### config.mk
export PLATFORM = sky130hd
export DESIGN_NAME = i2c_wb_regbridge
export DESIGN_NICKNAME = d
export VERILOG_FILES = /design/src/rtl/i2cwb_pkg.sv /design/src/rtl/i2cwb_cycle.sv /design/src/rtl/i2cwb_rx_pack.sv /design/src/rtl/i2cwb_tx_unpack.sv /design/src/rtl/i2c_wb_regbridge.sv
export SDC_FILE = /design/constraint.sdc
export NUM_CORES = 1
export LEC_CHECK = 0
export ABC_AREA = 1
export BUFFER_PORTS_ARGS = -buffer_cell sky130_fd_sc_hd__buf_4
export CAP_MARGIN = 30
export CELL_PAD_IN_SITES_DETAIL_PLACEMENT = 0
export CELL_PAD_IN_SITES_GLOBAL_PLACEMENT = 1
export CORE_UTILIZATION = 33
export CTS_CLUSTER_DIAMETER = 80
export DETAILED_ROUTE_END_ITERATION = 10
export PLACE_DENSITY = 0.77
export SYNTH_ARGS = -nofsm -noshare
export SYNTH_HDL_FRONTEND = slang
export SYNTH_SLANG_ARGS = --single-unit
### constraint.sdc
create_clock -name clk -period 1.3 [get_ports clk]
set_input_delay 0.39 -clock clk [delete_from_list [all_inputs] [get_ports clk]]
set_output_delay 0.39 -clock clk [all_outputs]
set_load 0.005 [all_outputs]
### src/rtl/i2cwb_pkg.sv
package i2cwb_pkg;

  typedef enum logic [1:0] {
    ES_MATCH = 2'd0,
    ES_RX    = 2'd1,
    ES_TX    = 2'd2,
    ES_STOP  = 2'd3
  } eng_stat_e;

  typedef enum logic [2:0] {
    F_IDLE,
    F_ADR,
    F_PROBE,
    F_OPCHK,
    F_WRBYTE,
    F_WBWR,
    F_WBRD,
    F_RDBYTE
  } fsm_e;

endpackage

### src/rtl/i2cwb_cycle.sv
module i2cwb_cycle #(
  parameter int SEL_W   = 4,
  parameter int TIMEOUT = 16
) (
  input  logic             clk,
  input  logic             rst,
  input  logic             go,
  input  logic             go_we,
  input  logic             wb_ack,
  output logic             cyc,
  output logic             stb,
  output logic             we,
  output logic [SEL_W-1:0] sel,
  output logic             fin_ok,
  output logic             fin_err
);
  localparam int TW = (TIMEOUT > 2) ? $clog2(TIMEOUT) : 1;
  localparam logic [TW-1:0] TLAST = TW'(TIMEOUT - 1);

  logic [TW-1:0] tmo;

  assign fin_ok  = cyc & wb_ack;
  assign fin_err = cyc & ~wb_ack & (tmo == TLAST);

  always_ff @(posedge clk) begin
    if (rst) begin
      cyc <= 1'b0;
      stb <= 1'b0;
      we  <= 1'b0;
      sel <= '0;
      tmo <= '0;
    end else if (go) begin
      cyc <= 1'b1;
      stb <= 1'b1;
      we  <= go_we;
      sel <= '1;
      tmo <= '0;
    end else if (fin_ok || fin_err) begin
      cyc <= 1'b0;
      stb <= 1'b0;
      we  <= 1'b0;
      sel <= '0;
    end else if (cyc) begin
      tmo <= tmo + 1'b1;
    end
  end

  AST_HOLD_TO_ACK: assert property (@(posedge clk) disable iff (rst)
    (cyc && !wb_ack && tmo != TLAST) |=> (cyc && stb));
  AST_SEL_FULL: assert property (@(posedge clk) disable iff (rst)
    cyc |-> (sel == {SEL_W{1'b1}}));
  AST_DROP_ON_TMO: assert property (@(posedge clk) disable iff (rst)
    fin_err |=> !cyc);

endmodule

### src/rtl/i2cwb_rx_pack.sv
module i2cwb_rx_pack #(
  parameter int AW = 12,
  parameter int DW = 32,
  parameter int BW = 8
) (
  input  logic          clk,
  input  logic          rst,
  input  logic          adr_shift,
  input  logic          dat_shift,
  input  logic [BW-1:0] in_byte,
  output logic [AW-1:0] adr,
  output logic [DW-1:0] dat
);

  generate
    if (AW > BW) begin : g_wide_adr
      always_ff @(posedge clk) begin
        if (rst)            adr <= '0;
        else if (adr_shift) adr <= {adr[AW-BW-1:0], in_byte};
      end
    end else begin : g_narrow_adr
      always_ff @(posedge clk) begin
        if (rst)            adr <= '0;
        else if (adr_shift) adr <= in_byte[AW-1:0];
      end
    end
  endgenerate

  // Least significant byte arrives first: shift in from the top.
  always_ff @(posedge clk) begin
    if (rst)            dat <= '0;
    else if (dat_shift) dat <= {in_byte, dat[DW-1:BW]};
  end

endmodule

### src/rtl/i2cwb_tx_unpack.sv
module i2cwb_tx_unpack #(
  parameter int DW = 32,
  parameter int BW = 8
) (
  input  logic          clk,
  input  logic          rst,
  input  logic          load,
  input  logic          shift,
  input  logic [DW-1:0] word,
  output logic [BW-1:0] out_byte
);
  logic [DW-1:0] sh;

  always_ff @(posedge clk) begin
    if (rst)        sh <= '0;
    else if (load)  sh <= word;
    else if (shift) sh <= sh >> BW;
  end

  assign out_byte = sh[BW-1:0];

endmodule

### src/rtl/i2c_wb_regbridge.sv
module i2c_wb_regbridge
  import i2cwb_pkg::*;
#(
  parameter int AW      = 12,
  parameter int DW      = 32,
  parameter int TIMEOUT = 16
) (
  input  logic              clk,
  input  logic              rst,
  input  logic              done_p,
  input  logic [1:0]        eng_stat,
  input  logic              eng_op,
  input  logic [7:0]        rx_byte,
  output logic [7:0]        tx_byte,
  output logic              rsp_ack,
  output logic              wb_cyc,
  output logic              wb_stb,
  output logic              wb_we,
  output logic [DW/8-1:0]   wb_sel,
  output logic [AW-1:0]     wb_adr,
  output logic [DW-1:0]     wb_dat_o,
  input  logic              wb_ack,
  input  logic [DW-1:0]     wb_dat_i
);
  localparam int BW   = 8;
  localparam int NB   = DW / BW;
  localparam int AB   = (AW + BW - 1) / BW;
  localparam int SELW = DW / 8;
  localparam int CW   = (NB > 2) ? $clog2(NB) : 1;
  localparam logic [CW-1:0] LAST_DAT = CW'(NB - 1);
  localparam logic [CW-1:0] LAST_ADR = CW'(AB - 1);

  fsm_e      st, st_n;
  eng_stat_e sts;
  logic [CW-1:0] cnt;
  logic op0, nack;
  logic go, go_we, adr_sh, dat_sh, tx_ld, tx_sh;
  logic cnt_clr, cnt_inc, nack_set, nack_clr, op0_ld;
  logic cyc_ok, cyc_err;

  assign sts = eng_stat_e'(eng_stat);

  always_comb begin
    st_n     = st;
    go       = 1'b0;
    go_we    = 1'b0;
    adr_sh   = 1'b0;
    dat_sh   = 1'b0;
    tx_ld    = 1'b0;
    tx_sh    = 1'b0;
    cnt_clr  = 1'b0;
    cnt_inc  = 1'b0;
    nack_set = 1'b0;
    nack_clr = 1'b0;
    op0_ld   = 1'b0;
    unique case (st)
      F_IDLE: begin
        if (done_p && sts == ES_MATCH) begin
          st_n     = F_ADR;
          cnt_clr  = 1'b1;
          nack_clr = 1'b1;
          op0_ld   = 1'b1;
        end
      end
      F_ADR: begin
        if (done_p) begin
          if (sts == ES_RX) begin
            adr_sh = 1'b1;
            if (cnt == LAST_ADR) begin
              st_n    = F_PROBE;
              go      = 1'b1;
              cnt_clr = 1'b1;
            end else begin
              cnt_inc = 1'b1;
            end
          end else begin
            st_n = F_IDLE;
          end
        end
      end
      F_PROBE: begin
        if (cyc_ok) begin
          st_n = F_OPCHK;
        end else if (cyc_err) begin
          st_n     = F_IDLE;
          nack_set = 1'b1;
        end
      end
      F_OPCHK: begin
        if (done_p) begin
          if (sts == ES_MATCH && eng_op != op0) begin
            st_n = F_WBRD;
            go   = 1'b1;
          end else if (sts == ES_RX && eng_op == op0) begin
            dat_sh  = 1'b1;
            cnt_inc = 1'b1;
            st_n    = F_WRBYTE;
          end else begin
            st_n = F_IDLE;
          end
        end
      end
      F_WRBYTE: begin
        if (done_p) begin
          if (sts == ES_RX) begin
            dat_sh = 1'b1;
            if (cnt == LAST_DAT) begin
              st_n    = F_WBWR;
              go      = 1'b1;
              go_we   = 1'b1;
              cnt_clr = 1'b1;
            end else begin
              cnt_inc = 1'b1;
            end
          end else begin
            st_n = F_IDLE;
          end
        end
      end
      F_WBWR: begin
        if (cyc_ok || cyc_err) st_n = F_IDLE;
      end
      F_WBRD: begin
        if (cyc_ok) begin
          tx_ld   = 1'b1;
          cnt_clr = 1'b1;
          st_n    = F_RDBYTE;
        end else if (cyc_err) begin
          st_n = F_IDLE;
        end
      end
      F_RDBYTE: begin
        if (done_p) begin
          if (sts == ES_TX) begin
            tx_sh = 1'b1;
            if (cnt == LAST_DAT) st_n = F_IDLE;
            else                 cnt_inc = 1'b1;
          end else begin
            st_n = F_IDLE;
          end
        end
      end
      default: st_n = F_IDLE;
    endcase
  end

  always_ff @(posedge clk) begin
    if (rst) begin
      st   <= F_IDLE;
      cnt  <= '0;
      op0  <= 1'b0;
      nack <= 1'b0;
    end else begin
      st <= st_n;
      if (cnt_clr)      cnt <= '0;
      else if (cnt_inc) cnt <= cnt + 1'b1;
      if (op0_ld)       op0 <= eng_op;
      if (nack_set)      nack <= 1'b1;
      else if (nack_clr) nack <= 1'b0;
    end
  end

  assign rsp_ack = ~nack;

  i2cwb_cycle #(
    .SEL_W   (SELW),
    .TIMEOUT (TIMEOUT)
  ) u_cycle (
    .clk     (clk),
    .rst     (rst),
    .go      (go),
    .go_we   (go_we),
    .wb_ack  (wb_ack),
    .cyc     (wb_cyc),
    .stb     (wb_stb),
    .we      (wb_we),
    .sel     (wb_sel),
    .fin_ok  (cyc_ok),
    .fin_err (cyc_err)
  );

  i2cwb_rx_pack #(
    .AW (AW),
    .DW (DW),
    .BW (BW)
  ) u_rx (
    .clk       (clk),
    .rst       (rst),
    .adr_shift (adr_sh),
    .dat_shift (dat_sh),
    .in_byte   (rx_byte),
    .adr       (wb_adr),
    .dat       (wb_dat_o)
  );

  i2cwb_tx_unpack #(
    .DW (DW),
    .BW (BW)
  ) u_tx (
    .clk      (clk),
    .rst      (rst),
    .load     (tx_ld),
    .shift    (tx_sh),
    .word     (wb_dat_i),
    .out_byte (tx_byte)
  );

  AST_HOLD_WITHOUT_DONE: assert property (@(posedge clk) disable iff (rst)
    (!done_p && (st == F_IDLE || st == F_ADR || st == F_OPCHK || st == F_WRBYTE || st == F_RDBYTE))
      |=> $stable(st));
  AST_PROBE_IS_READ: assert property (@(posedge clk) disable iff (rst)
    (st == F_PROBE && wb_cyc) |-> !wb_we);
  AST_NACK_AFTER_MISS: assert property (@(posedge clk) disable iff (rst)
    (st == F_PROBE && cyc_err) |=> !rsp_ack);
  AST_WRITE_AFTER_BYTES: assert property (@(posedge clk) disable iff (rst)
    $rose(wb_we) |-> ($past(st) == F_WRBYTE));
  AST_STOP_TO_IDLE: assert property (@(posedge clk) disable iff (rst)
    (done_p && sts == ES_STOP &&
     (st == F_ADR || st == F_OPCHK || st == F_WRBYTE || st == F_RDBYTE))
      |=> (st == F_IDLE && !wb_cyc));
  AST_WE_WRITE_ONLY: assert property (@(posedge clk) disable iff (rst)
    wb_we |-> (st == F_WBWR && wb_cyc));

endmodule

# == Word-level counts from Yosys, hierarchy flattened ==
# Cells that the tools add are included.
# word_totals
out_inout_bits,60
register_bits,93
in_bits,47
# classes
n_reduce_logical,13
eq_ne,23
n_bitwise,6
muxes,64
addsub,2
# ops
op,n
$mux W32,2
$mux W3,17
$mux W1,38
$pmux W3 S8,1
$eq A3 B3 Y1 const B,4
$ne A2 B2 Y1 const B,6
$ne A3 B3 Y1 const B,3
$reduce_and A9 Y1,1
$mux W4,2
$pmux W1 S4,2
$eq A3 B2 Y1 const B,2
$reduce_bool A2 Y1,3
$add A4 B1 Y4 const B,1
$eq A2 B1 Y1 const B,2
$eq A2 B2 Y1 const B,2
$eq A4 B4 Y1 const B,1
$reduce_or A2 Y1,2
$and A1 B1 Y1,3
$eq A3 B1 Y1 const B,1
$logic_and A1 B1 Y1,3
$logic_not A3 Y1,1
$not A1 Y1,3
$pmux W1 S3,1
$add A2 B1 Y2 const B,1
6 further kinds,6

# == Depth between registers and ports, before layout ==
# Gate-level depths: netlist (run 1).
# logic_depth
word_depth,7
ltp_mapped,11

# == Modules after synthesis ==
# From an unflattened synthesis (run 1), not the netlist that was laid out.
# hier_totals
cells_unflattened,676
hier_area_um2,4436.8
# modules_own_cells
mod,area_per_inst_um2,instances,cells_per_inst
i2cwb_rx_pack,1875.5,1,270
i2cwb_tx_unpack,1584.0,1,242
i2c_wb_regbridge,630.6,1,117
i2cwb_cycle,346.6,1,47

# == Least setup slack after synthesis (run 1) ==
# OpenSTA, ideal clock, no wires.
# synth_timing
path_kind,register to register
start,register u_cycle.sel[2] (netlist name)
end,register u_tx.sh[15]
required_time_ns,1.168
setup_slack_ns,-0.161
setup_time_ns,0.132
stages_incl_launch_ff,9
arrival_time_ns,1.328
n_path_buf,1
synth_period_minus_slack_ns,1.461
path_cell_list,dfxtp_1 nand2_1 nor2_2 inv_2 o21ai_4 inv_2 buf_2 nand2_1 a21oi_1
# synth_lines
item,line,text
end signal: assignment,i2cwb_tx_unpack.sv:16,else if (load) sh <= word;
end signal: assignment,i2cwb_tx_unpack.sv:17,else if (shift) sh <= sh >> BW;
end: declaration,i2cwb_tx_unpack.sv:12,logic [DW-1:0] sh;

# == Worst setup path in the final report (run 1) ==
# layout_timing
start,register st[2]
end,register cnt[1]
# layout_between
elab_chain_len,3
word_cells_on_any_way,9
# layout_rtl
item,line,text
start: declaration,i2c_wb_regbridge.sv:33,"fsm_e st, st_n;"
start signal: assignment,i2c_wb_regbridge.sv:154,st <= st_n;
$eq A3 B3 Y1 (tied with other cells),i2c_wb_regbridge.sv:56,unique case (st)
$pmux W1 S4,i2c_wb_regbridge.sv:56,
$reduce_or A2 Y1 (no line),n/a,
end signal: assignment,i2c_wb_regbridge.sv:156,else if (cnt_inc) cnt <= cnt + 1'b1;
end: declaration,i2c_wb_regbridge.sv:35,logic [CW-1:0] cnt;
# Several ways; a longest one is shown, not always the timed one.
# A chain may end at the register's enable or synchronous reset.

==> results.md, run 1 <==
- Clk root buf: clkbuf_16
- Port bufs: 106
- Clock buffer count from CTS: 9
- Crit path required time: 1.53 ns
- Most frequent cell on the critical path: nand2_1
- Final setup violation count: 93
- Slowest cell on the critical path: dfxtp_4
- Placed Cells incl. Taps: 799
- Unrepaired setup endpoints after global routing: true
- Crit path largest cell delay: 0.38 ns
- Hold Buf Count CTS: 0
- Post-route ant nets: 0
- Hold Vio Cnt, Final: 0
- Worst Setup Start Kind: flip-flop
- Die ar.: 12,200 um2
- Failing checks: negative setup slack
- Most frequent cells in the layout: buf_4, nand2_1, dfxtp_1
- Clock-pin slew on the worst setup and hold paths: 0.07 ns
- Gpl congestion: 0.793
- Power per cell area: 1210 nW/um2
- Final worst slack: -0.193 ns
- Fmax: 670 MHz
- Share of layout cells above drive strength 1: 40.6%
- Placed wire-length estimate: 7290 um
- Number of global-route vias before repair: 3,698
- # rows: 39
- H-tree depth: 3
- Hold slack: 0.290 ns
- Clock Path Buffers: 2
- Grt ovf: 0
- Cell count after synthesis: 546
- Max-slew violation count: 0
- # diodes: 0
- Arrival time worst endpoint: 1.72 ns
- DIE WIDTH: 110 um
- Vias per cell: 4.69
- Hold Path Class: in -> reg
- Worst skew pair latency: 0.34 ns
- Most common cell after layout, fill and taps aside: buf_4
- Chip height: 110 um
- Pre-Repair DR Iteration Count: 6
- Area growth from synthesis to layout: 52.1%
- Period utilization: 115%
- # DRC: 0
- Pin count of the biggest net entering global routing: 45
- Mean post-synth cell area: 7.10 um2
- Max-Cap Viols: 0
- First-pass GRT wire length: 17,600 um
- Final Power: 7.16 mW
- Final Net Count: 727
- Via count: 3,871
- CP Max Fanout: 6
- Core ar.: 11,400 um2
- Initial antenna violation count: 0
- Yosys warns: 0
- Dpl ws: -0.341 ns
- Iter 0 DRT Violations: 217
- Mapped Area: 3880 um2
- I/O pin count: 107
- Yosys reg bits: 89
- Gr usage total: 17.5%
- Worst slew pin tran: 0.270 ns
- Min Tclk post-route: 1.49 ns
- Setup Skew: 0.00439 ns
- Initial Util: 34.0%
- Kind of critical path: reg -> reg
- Crit-path cells: inv_4, nand3b_1, nor2_4, nand2_1, nand2_2, buf_6, nor3_2, nand2_1, a21oi_1
- Yosys cell types: 28
- Outcome: finished, violations left
- # clock sinks: 89
- Max IR drop VDD: 0.596 mV
- CTS tree: done
- Average routed wire per standard cell: 12.9 um
- Layout Cells excl Fill: 825
- Mapped Nets: 596
- Worst rel slew slack: 82.0%
- Sequential-to-total area share from yosys stat: 45.9%
- Drt total wl: 10,600 um
- Leak: 2.63 nW
- Crit. End Element: flip-flop
## what timing repair did
item,CTS,global route
endpoints found under the setup margin,93,96
pin swaps,14,14
resized for setup,80,61
gates cloned,2,2
buffers inserted,4,3
## synth_stat cells (all sizes together)
| cell | n | area, um2 |
|---|---|---|
| nand3b | 1 | 7.51 |
| o21bai | 1 | 7.51 |
| nor3 | 4 | 25.0 |
| a21oi | 34 | 170 |
| o21ai | 73 | 377 |
| xor2 | 2 | 17.5 |
| nand3 | 12 | 65.1 |
| nand4 | 1 | 6.26 |
| clkbuf | 9 | 33.8 |
| inv | 32 | 120 |
| nand2 | 129 | 487 |
| nor2 | 114 | 440 |
| ha | 3 | 37.5 |
| xnor2 | 1 | 8.76 |
| buf | 32 | 238 |
| dfxtp | 89 | 1780 |
| o22ai | 1 | 6.26 |
| a31oi | 8 | 50.1 |
## layout make-up
cell class / instances / area (um2)
Inverter: 32 / 150
Clock inverter: 5 / 61.3
Timing Repair inverter: 3 / 47.5
Fill cell: 1133 / 5520
Timing Repair Buffer: 158 / 1370
Multi-Input combinational cell: 384 / 2020
Tap cell: 143 / 179
Sequential cell: 89 / 1810
Clock buffer: 11 / 253
## power by group
| part | total, mW | leakage [nW] | switching (mW) | internal, mW |
|---|---|---|---|---|
| combinational | 1.46 | 1.75 | 0.731 | 0.725 |
| clock | 2.70 | 0.150 | 1.10 | 1.60 |
| sequential | 3.01 | 0.726 | 0.144 | 2.86 |
## critical path: cells and delay by family, from the launching register on
family / cells / cell delay (ns)
and+or+nand+nor: 6 / 0.79
buffers and inverters: 2 / 0.18
DFF: 1 / 0.38
AOI/OAI and AO/OA: 1 / 0.05
## metrics by stage
step	area, um2	setup TNS [ns]	utilization [%]
2_1_floorplan	3950	-1.42	-
3_3_place_gp	5050	-18.50	44.2
3_5_place_dp	5050	-20.70	44.2
4_1_cts	5660	-8.55	49.6
5_1_grt	5900	-20.61	51.7
6_report	5900	-12.12	51.7
## routing by layer
| metal | track usage, % | share of wire (%) |
|---|---|---|
| met2 | 31.1 | 50 |
| met4 | 4.80 | 1.1 |
| met3 | 3.84 | 4.1 |
| met5 | 0 | 0 |
| met1 | 21.0 | 45 |
## flip-flops by register name, indices dropped and copies added (netlist names)
| register | flops |
|---|---|
| cnt | 2 |
| nack | 1 |
| op0 | 1 |
| st | 3 |
| u_cycle.sel | 1 |
| u_cycle.tmo | 4 |
| u_cycle.we | 1 |
| u_rx.adr | 12 |
| u_rx.dat | 32 |
| u_tx.sh | 32 |
## cell families (layout without fill, tap and decap cells)
| logic type | Yosys count | after routing | share of synthesized area [%] |
|---|---|---|---|
| DFF | 89 | 89 | 45.9 |
| AOI/OAI and AO/OA | 117 | 117 | 15.7 |
| and+or+nand+nor | 261 | 261 | 26.6 |
| buffers and inverters | 73 | 209 | 10.1 |
| xor gates and xnor gates | 3 | 3 | 0.678 |
| adders and majority gates | 3 | 3 | 0.968 |
## worst paths after layout
path                             from                         to  slack (ns)  cells past startpoint
min reg2reg  u_tx.sh[19]$_SDFFE_PP0P_   u_tx.sh[19]$_SDFFE_PP0P_        0.45                      2
max reg2reg        st[2]$_SDFFE_PP0P_        cnt[1]$_SDFFE_PP0P_       -0.19                      9
max                st[2]$_SDFFE_PP0P_        cnt[1]$_SDFFE_PP0P_       -0.19                      9
min                        rx_byte[4]  u_rx.dat[28]$_SDFFE_PP0P_        0.29                      3
No activity file was read; power rests on OpenSTA's default activity.
==> run 2, diff against run 1 <==
- PLACE_DENSITY: 0.77 -> 0.76
- SYNTH_HIERARCHICAL: default -> 1
==> run 2 against run 1 <==
Effect of this change:
- the run still ends with negative setup slack left
- first-iteration DRC count fell by 26%
- sequential share of layout area fell by 6.3 points
- sequential power barely moved
- clock power rose by 2%
- power rose by 3.4%
- synthesized cell count rose by 24%
- global-route usage barely moved
- wire length rose by 20%
- die area rose by 14%
- hold slack improved by 0.018 ns
- via count rose by 17%
- critical endpoint is now u_rx/dat[13]$_SDFFE_PP0P_
==> results.md, run 2 <==
- H-tree depth: 3 (unchanged)
- Sequential-to-total area share from yosys stat: 40.2% (-5.8 points)
- Via count: 4,518 (+17%)
- Average routed wire per standard cell: 12.5 um (-2.8%)
- Failing checks: negative setup slack
- Grt ovf: 0 (unchanged)
- Largest regs: u_rx/dat x32, u_tx/sh x32, u_rx/adr x12
- Async set or reset register ratio after synthesis: 0% (unchanged)
- Worst slew pin tran: 0.369 ns (+0.0997 ns)
- Clock buffer count from CTS: 9 (unchanged)
- Hold slack: 0.308 ns (+0.0184 ns)
- I/O pin count: 107 (unchanged)
- Unrepaired setup endpoints after global routing: true
- Arrival time worst endpoint: 1.78 ns (+0.06 ns)
- Yosys reg bits: 89 (unchanged)
- Mean post-synth cell area: 6.56 um2 (-7.6%)
- Max IR drop VDD: 0.548 mV (-8.0%)
- Min Tclk post-route: 1.54 ns (+0.0443 ns)
- Yosys warns: 6 (+6)
- Initial Util: 34.5% (+0.49 points)
- Ys flop type: dfxtp_1
- Die ar.: 13,900 um2 (+14%)
- Area growth from synthesis to layout: 66.7%
- Worst Setup Start Kind: flip-flop
- Setup Skew: 0.00755 ns (+0.00315 ns)
- Register-to-Register Path Depth: 11 (+2)
- Most common cell after layout, fill and taps aside: buf_4
- Post-route ant nets: 0 (unchanged)
- First-pass GRT wire length: 19,600 um (+11%)
- Worst skew pair latency: 0.35 ns (about the same)
- Leak: 3.40 nW (+29%)
- Mapped Nets: 726 (+22%)
- Top cells by area, synth: dfxtp_1, nand2_1, nor2_1, inv_1, a21oi_1
- Iter 0 DRT Violations: 161 (-26%)
- Number of global-route vias before repair: 4,181 (+13%)
- Final setup violation count: 83 (-11%)
- CP Max Fanout: 8 (+2)
- Yosys cell types: 29 (+3.6%)
- Crit path required time: 1.54 ns (about the same)
- Gr usage total: 17.5% (about the same)
- Crit. End Element: flip-flop
- Number of fill cells: 1,222 (+7.9%)
- Final Net Count: 889 (+22%)
- # clock sinks: 89 (unchanged)
- Yosys top cell area share: 40.2% (-5.8 points)
- Post-synth top area cell: dfxtp_1
- Pin count of the biggest net entering global routing: 44 (-2.2%)
- Hold Path Class: in -> reg
- Hold Buf Count CTS: 0 (unchanged)
- Period utilization: 118% (+3.4 points)
- Post-synth top cells: nand2_1, nor2_1, dfxtp_1
- Core ar.: 12,900 um2 (+13%)
- Reg area: 1800 um2 (-0.42%)
- Worst rel slew slack: 75.4% (-6.6 points)
- Pre-Repair DR Iteration Count: 4 (-2)
- Fmax: 650 MHz (-2.9%)
- Cell count after synthesis: 676 (+24%)
- # diodes: 0 (unchanged)
- Post-route setup TNS: -12.37 ns (-0.253 ns)
- Clock Path Buffers: 2 (unchanged)
- Placed wire-length estimate: 7770 um (+6.6%)
- Drt total wl: 12,700 um (+20%)
- EDFF count, synth: 0 (unchanged)
- Vias per cell: 4.45 (-5.1%)
- Count leader, synth: nand2_1
- Max-slew violation count: 0 (unchanged)
- Most frequent cells in the layout: buf_4, nand2_1, dfxtp_1
- Fin util: 57.4% (+5.8 points)
- Port bufs: 106 (unchanged)
- Mapped Area: 4440 um2 (+14%)
- # rows: 41 (+5.1%)
- Clk root buf: clkbuf_16
- Hold Vio Cnt, Final: 0 (unchanged)
- # DRC: 0 (unchanged)
- Clock-pin slew on the worst setup and hold paths: 0.06 ns (about the same)
- Final worst slack: -0.238 ns (-0.0443 ns)
- Dpl ws: -0.379 ns (-0.0376 ns)
- Initial antenna violation count: 0 (unchanged)
- Outcome: finished, violations left
- DIE WIDTH: 118 um (+6.8%)
- CTS tree: done
- Area of the multi-input gates: 2780 um2 (+37%)
- Share of layout cells above drive strength 1: 51.7% (+11 points)
- Gpl congestion: 0.824 (+3.9%)
- Max-Cap Viols: 0 (unchanged)
- Power per cell area: 1000 nW/um2 (-18%)
- Chip height: 118 um (+6.8%)
- Kind of critical path: reg -> reg
- Hold Path Depth: 2 (-1)
run 2: changes by cell type after synthesis, sizes merged, moves of 4 or more:
cell	change
buf	+5
o21ai	-69
nand3	+21
nand2	+123
a31oi	-8
inv	+57
clkbuf	-4
nor2	+7
run 2: worst max-delay path: stages (launching register included):
cell and delay, ns:
dfxtp_4 0.39, nand2_4 0.08, nor2_4 0.14, nand3_2 0.09
nand2_2 0.07, inv_2 0.04, nor2_4 0.13, buf_12 0.17
clkbuf_16 0.17, nand2_2 0.06, nand2_2 0.05, nor2_2 0.03
run 2: logic make-up after synthesis:
| kind of cell | after synthesis | share of synthesized area, % |
|---|---|---|
| and+or+nand+nor | 411 | 37.7 |
| buffers and inverters | 131 | 16.1 |
| DFF | 89 | 40.2 |
| AOI/OAI and AO/OA | 41 | 4.94 |
| adders and majority gates | 3 | 0.846 |
| xor gates and xnor gates | 1 | 0.197 |
run 2: final timing paths:
kind | from | endpoint | slack (ns)
hold reg to reg | u_rx/dat[2]$_SDFFE_PP0P_ | u_rx/dat[2]$_SDFFE_PP0P_ | 0.47
hold / removal | rst | u_cycle/sel[2]$_SDFFE_PP0P_ | 0.31
setup / recovery | st[1]$_SDFFE_PP0P_ | u_rx/dat[13]$_SDFFE_PP0P_ | -0.24
setup reg to reg | st[1]$_SDFFE_PP0P_ | u_rx/dat[13]$_SDFFE_PP0P_ | -0.24
run 2: timing repair:
item                                    CTS  global route
pin swaps                                54           111
resized for setup                       107           172
cloned                                    9             8
endpoints found under the setup margin   95            95
setup buffers                            21             5
run 2: metal layers:
metal,vias up,wire (um),global-route usage [%]
li1,2344,-,-
met1,2074,5560,21.7
met2,76,6470,29.1
met3,24,360,2.66
met4,0,330,8.89
met5,-,0,0
run 2: stage by stage:
step / power [mW] / instances / area (um2)
final: 7.41 / 1015 / 7400
after global routing: 7.76 / 1015 / 7400
after CTS: 7.21 / 1005 / 6670
after detailed placement: 4.19 / 961 / 5610
after global placement: 4.17 / 961 / 5610
after floorplan: 3.67 / 676 / 4580
run 2: area by class of cell:
cell class,instances,share of cell area [%]
timing repair buffer,192,25.9
inverter,89,5.06
clock buffer,11,3.57
tap,172,2.91
clock inverter,4,0.660
sequential,89,24.4
multi-input combinational,458,37.5
run 2: where the power goes:
part	switching [mW]	internal [mW]	leakage, nW
clock network	1.10	1.65	0.157
registers	0.130	2.85	0.723
logic	0.852	0.820	2.52
